$ cat config.mk
export PLATFORM = sky130hd
export DESIGN_NAME = evt_irq_regs
export DESIGN_NICKNAME = d
export VERILOG_FILES = /design/src/rtl/evt_irq_pkg.sv /design/src/rtl/evt_status_bank.sv /design/src/rtl/evt_enable_reg.sv /design/src/rtl/evt_irq_merge.sv /design/src/rtl/evt_irq_regs.sv
export SDC_FILE = /design/constraint.sdc
export NUM_CORES = 1
export LEC_CHECK = 0
export ABC_AREA = 1
export BUFFER_PORTS_ARGS = -buffer_cell sky130_fd_sc_hd__buf_2
export CORE_MARGIN = 4
export CORE_UTILIZATION = 46
export DETAILED_ROUTE_END_ITERATION = 7
export PLACE_DENSITY = 0.76
export SLEW_MARGIN = 20
export SYNTH_ARGS = -nofsm -noshare
export SYNTH_HDL_FRONTEND = slang
export SYNTH_SLANG_ARGS = --single-unit
$ cat constraint.sdc
create_clock -name clk -period 1.3 [get_ports clk]
set_clock_uncertainty 0.2 [all_clocks]
set_input_delay 0.13 -clock clk [delete_from_list [all_inputs] [get_ports clk]]
set_output_delay 0.13 -clock clk [all_outputs]
set_load 0.1 [all_outputs]
$ cat src/rtl/evt_irq_pkg.sv
package evt_irq_pkg;
   localparam int EVT_NUM_CH     = 6;
   localparam int EVT_DATA_W     = 8;
   localparam int EVT_ADDR_W     = 2;
   localparam int EVT_FLAG_OFS   = 0;
   localparam int EVT_MASK_OFS   = 1;
endpackage

$ cat src/rtl/evt_status_bank.sv
// Sticky per-channel flags; a hardware set wins over a software clear.
module evt_status_bank #(
   parameter int NUM_CH = 6
) (
   input  logic              clk,
   input  logic              rst_n,
   input  logic [NUM_CH-1:0] set_i,
   input  logic [NUM_CH-1:0] clr_i,
   output logic [NUM_CH-1:0] flags_o
);
   for (genvar g = 0; g < NUM_CH; g++) begin : g_flag
      always_ff @(posedge clk or negedge rst_n) begin
         if (!rst_n)
            flags_o[g] <= 1'b0;
         else if (set_i[g])
            flags_o[g] <= 1'b1;
         else if (clr_i[g])
            flags_o[g] <= 1'b0;
      end
   end
endmodule

$ cat src/rtl/evt_enable_reg.sv
// Plain read/write mask register.
module evt_enable_reg #(
   parameter int NUM_CH = 6
) (
   input  logic              clk,
   input  logic              rst_n,
   input  logic              load_i,
   input  logic [NUM_CH-1:0] data_i,
   output logic [NUM_CH-1:0] mask_o
);
   always_ff @(posedge clk or negedge rst_n) begin
      if (!rst_n)
         mask_o <= '0;
      else if (load_i)
         mask_o <= data_i;
   end
endmodule

$ cat src/rtl/evt_irq_merge.sv
// Combines flags with mask; registered or direct output chosen by parameter.
module evt_irq_merge #(
   parameter int NUM_CH     = 6,
   parameter bit REGISTERED = 1'b1
) (
   input  logic              clk,
   input  logic              rst_n,
   input  logic [NUM_CH-1:0] flags_i,
   input  logic [NUM_CH-1:0] mask_i,
   output logic              irq_o
);
   logic pending;
   assign pending = |(flags_i & mask_i);

   if (REGISTERED) begin : g_reg
      always_ff @(posedge clk or negedge rst_n) begin
         if (!rst_n)
            irq_o <= 1'b0;
         else
            irq_o <= pending;
      end
   end else begin : g_comb
      logic unused_clk_rst;
      assign unused_clk_rst = clk ^ rst_n;
      assign irq_o = pending;
   end
endmodule

$ cat src/rtl/evt_irq_regs.sv
module evt_irq_regs
   import evt_irq_pkg::*;
#(
   parameter int NUM_CH         = EVT_NUM_CH,
   parameter int DATA_W         = EVT_DATA_W,
   parameter int ADDR_W         = EVT_ADDR_W,
   parameter int FLAG_OFS       = EVT_FLAG_OFS,
   parameter int MASK_OFS       = EVT_MASK_OFS,
   parameter bit IRQ_REGISTERED = 1'b1
) (
   input  logic              clk,
   input  logic              rst_n,
   input  logic [NUM_CH-1:0] evt_pulse,
   input  logic              wr_en,
   input  logic [ADDR_W-1:0] addr,
   input  logic [DATA_W-1:0] wr_data,
   output logic [DATA_W-1:0] rd_data,
   output logic              irq
);
   localparam int PAD_W = DATA_W - NUM_CH;
   localparam logic [ADDR_W-1:0] FLAG_A = ADDR_W'(FLAG_OFS);
   localparam logic [ADDR_W-1:0] MASK_A = ADDR_W'(MASK_OFS);

   initial begin
      assert (NUM_CH > 0 && NUM_CH < DATA_W)
         else $fatal(1, "NUM_CH must be in 1..DATA_W-1");
      assert (FLAG_OFS != MASK_OFS)
         else $fatal(1, "flag and mask offsets must differ");
      assert (FLAG_OFS < (1 << ADDR_W) && MASK_OFS < (1 << ADDR_W))
         else $fatal(1, "offsets must fit in ADDR_W");
   end

   logic [NUM_CH-1:0] status_q;
   logic [NUM_CH-1:0] enable_q;
   logic [NUM_CH-1:0] clr_vec;
   logic              hit_flag;
   logic              hit_mask;
   logic [PAD_W-1:0]  unused_wr_hi;

   assign unused_wr_hi = wr_data[DATA_W-1:NUM_CH];

   // offset decode; R3: only zero data bits request a clear
   assign hit_flag = wr_en && (addr == FLAG_A);
   assign hit_mask = wr_en && (addr == MASK_A);
   assign clr_vec  = hit_flag ? ~wr_data[NUM_CH-1:0] : '0;

   evt_status_bank #(.NUM_CH(NUM_CH)) i_status (
      .clk     (clk),
      .rst_n   (rst_n),
      .set_i   (evt_pulse),
      .clr_i   (clr_vec),
      .flags_o (status_q)
   );

   evt_enable_reg #(.NUM_CH(NUM_CH)) i_enable (
      .clk    (clk),
      .rst_n  (rst_n),
      .load_i (hit_mask),
      .data_i (wr_data[NUM_CH-1:0]),
      .mask_o (enable_q)
   );

   evt_irq_merge #(.NUM_CH(NUM_CH), .REGISTERED(IRQ_REGISTERED)) i_merge (
      .clk     (clk),
      .rst_n   (rst_n),
      .flags_i (status_q),
      .mask_i  (enable_q),
      .irq_o   (irq)
   );

   // upper bits padded with zero; R9: other offsets read zero
   always_comb begin
      rd_data = '0;
      if (addr == FLAG_A)
         rd_data = {{PAD_W{1'b0}}, status_q};
      else if (addr == MASK_A)
         rd_data = {{PAD_W{1'b0}}, enable_q};
   end
endmodule

==> out/metrics.yaml <==
status: "finished, violations left"
violations: "setup timing"
synthTopCellsByArea: "dfrtp_1 (45%), nand2_1 (31%), inv_1 (8.4%)"
die_x_um: 47.5
num-nets-final: 179
rows: 13
grt_pass1_vias: 819
fin_util_pct: 90.1
vias_per_cell: 5.01
die_h_um: 47.5
coreArea_mm2: 0.00138
pre_cts_slack_ns: 0.0841
synth_top_area_share_pct: 45.4
cts_root_buf: "clkbuf_4"
layout_commonest_cell: "nand2_1"
hpwl_um: 1190
start_util_pct: 51.9
antenna_found_initial: 0
cp.required_ns: 0.97
rsz0062_at_grt: "yes"
tritoncts: "built"
cts_sinks: 13
worstSetupPathType: "register to output pin"
synth_area_um2: 717
port_buffers: 23
setup_viol: 6
finalHoldViolations: 0
grt_max_degree: 14
drtPass1Iterations: 4
crit_fanout: 2
place_congestion: 0.841
yosysSeqAreaShare_pct: 45.4
final.min_clock_period_ns: 1.32
synthCells: 104
overflow: 0
num_vias: 871
path_clk_slew_ns: 0.09
fmax_mhz: 755
crit_arrival_ns: 0.99
synth_seq_cells: 13
fin_total_pwr_mw: 1.34
powerDensity_mw_per_mm2: 1080
start_kind: "register"
clk_latency_ns: 0.28
yosysTopAreaCell: "dfrtp_1"
fin_area_mm2: 0.00125
ctsHtreeMaxLevel: 1
syn_area_per_cell_um2: 6.89
num_antenna_cells: 0
mostFrequentLayoutCells: "nand2_1 (51), buf_4 (17), inv_1 (16), buf_2 (16)"
worstSetupEndpointType: "output pin"
ir_drop_v: 0.000872
drive_above_1_share_pct: 35.2
detail_route.wirelength_um: 2280
fin_hold_ws_ns: 0.0259
synth.distinct_cells: 11
clockBufferDepth: 2
drt-initial-drc-count: 34
cts_buffers: 3
ys.warnings.count: 0
die_area_mm2: 0.00225
area_delta_synth_final_pct: 73.8
leakage_nw: 0.707
layoutNonFillerInstCount: 174
ios: 28
ant_nets: 0
hp-class: "input pin to register"
max_cap_violations: 0
fin_crit_sh_pct: 102
wl_per_cell_um: 13.1
setup_tns_ns: -0.0951
dpl.cell_count: 140
dpl-instance-area_um2: 957
setup_slack_ns: -0.0243
drv_slew: 0
remaining_drc_errors: 0
track_usage_pct: 24.2
grt_pass1_wl_um: 3640
==> routing by layer <==
metal  track usage (%)  vias up  wire length (µm)
met3              4.51       16               167
li1                  -      408                 -
met5                 0        -                 0
met1              28.2      396               815
met2              39.3       51              1180
met4              17.7        0               116
==> flip-flops by register name, summed over array words and instances (netlist names) <==
register and flops:
i_enable.mask_o 6, i_merge.irq_o 1, i_status.flags_o 6
==> critical path: stages, from the launching register on <==
cell	delay, ns
dfrtp_1	0.39
nand2_1	0.09
nand2_2	0.07
buf_12	0.16
==> cell families (layout without fill, tap and decap cells) <==
kind of cell | Yosys count | in the layout | share of synthesized area (%)
simple gates | 70 | 70 | 40.5
buf+inv | 20 | 74 | 13.6
flops | 13 | 13 | 45.4
other cells | 1 | 2 | 0.523
==> power breakdown <==
group          internal, mW  switching [mW]  leakage [nW]
Clock                 0.119           0.148        0.0150
Combinational         0.250           0.358         0.553
Sequential            0.445          0.0246         0.139
Total                 0.814           0.531         0.707
==> cell type report <==
cell class / count / area (µm²)
multi-input cells: 72 / 318
flip-flops and latches: 13 / 325
inverters: 16 / 60.1
fillers: 67 / 136
repair buffers: 54 / 498
well taps: 15 / 18.8
clock buffers: 4 / 26.3
==> cells in the mapped netlist <==
library cell and n:
inv_1 16, dfrtp_1 13, nand2_1 59, nand2_2 1, nor2_4 2, conb_1 1, nor2_2 1, buf_6 2
buf_4 2, nand3_1 6, nor2_1 1
==> final timing paths <==
path                                     start                  end  slack [ns]  depth (start not counted)
min                                      wr_en  i_status.flags_o[4]        0.03                          4
min reg2reg                i_status.flags_o[4]  i_status.flags_o[4]        0.38                          3
max                         i_enable.mask_o[0]           rd_data[0]       -0.02                          3
min in group asynchronous                rst_n        i_merge.irq_o        0.07                          2
max in group asynchronous                rst_n   i_enable.mask_o[5]        0.60                          2
max reg2reg                 i_enable.mask_o[0]        i_merge.irq_o        0.05                          6
==> what timing repair did <==
item,CTS,global route
pin swaps,5,4
resized for setup,0,2
hold buffers,13,0
endpoints found under the hold margin,25,0
buffers inserted,12,5
endpoints found under the setup margin,6,6
Power figures use the tool's default switching activity.
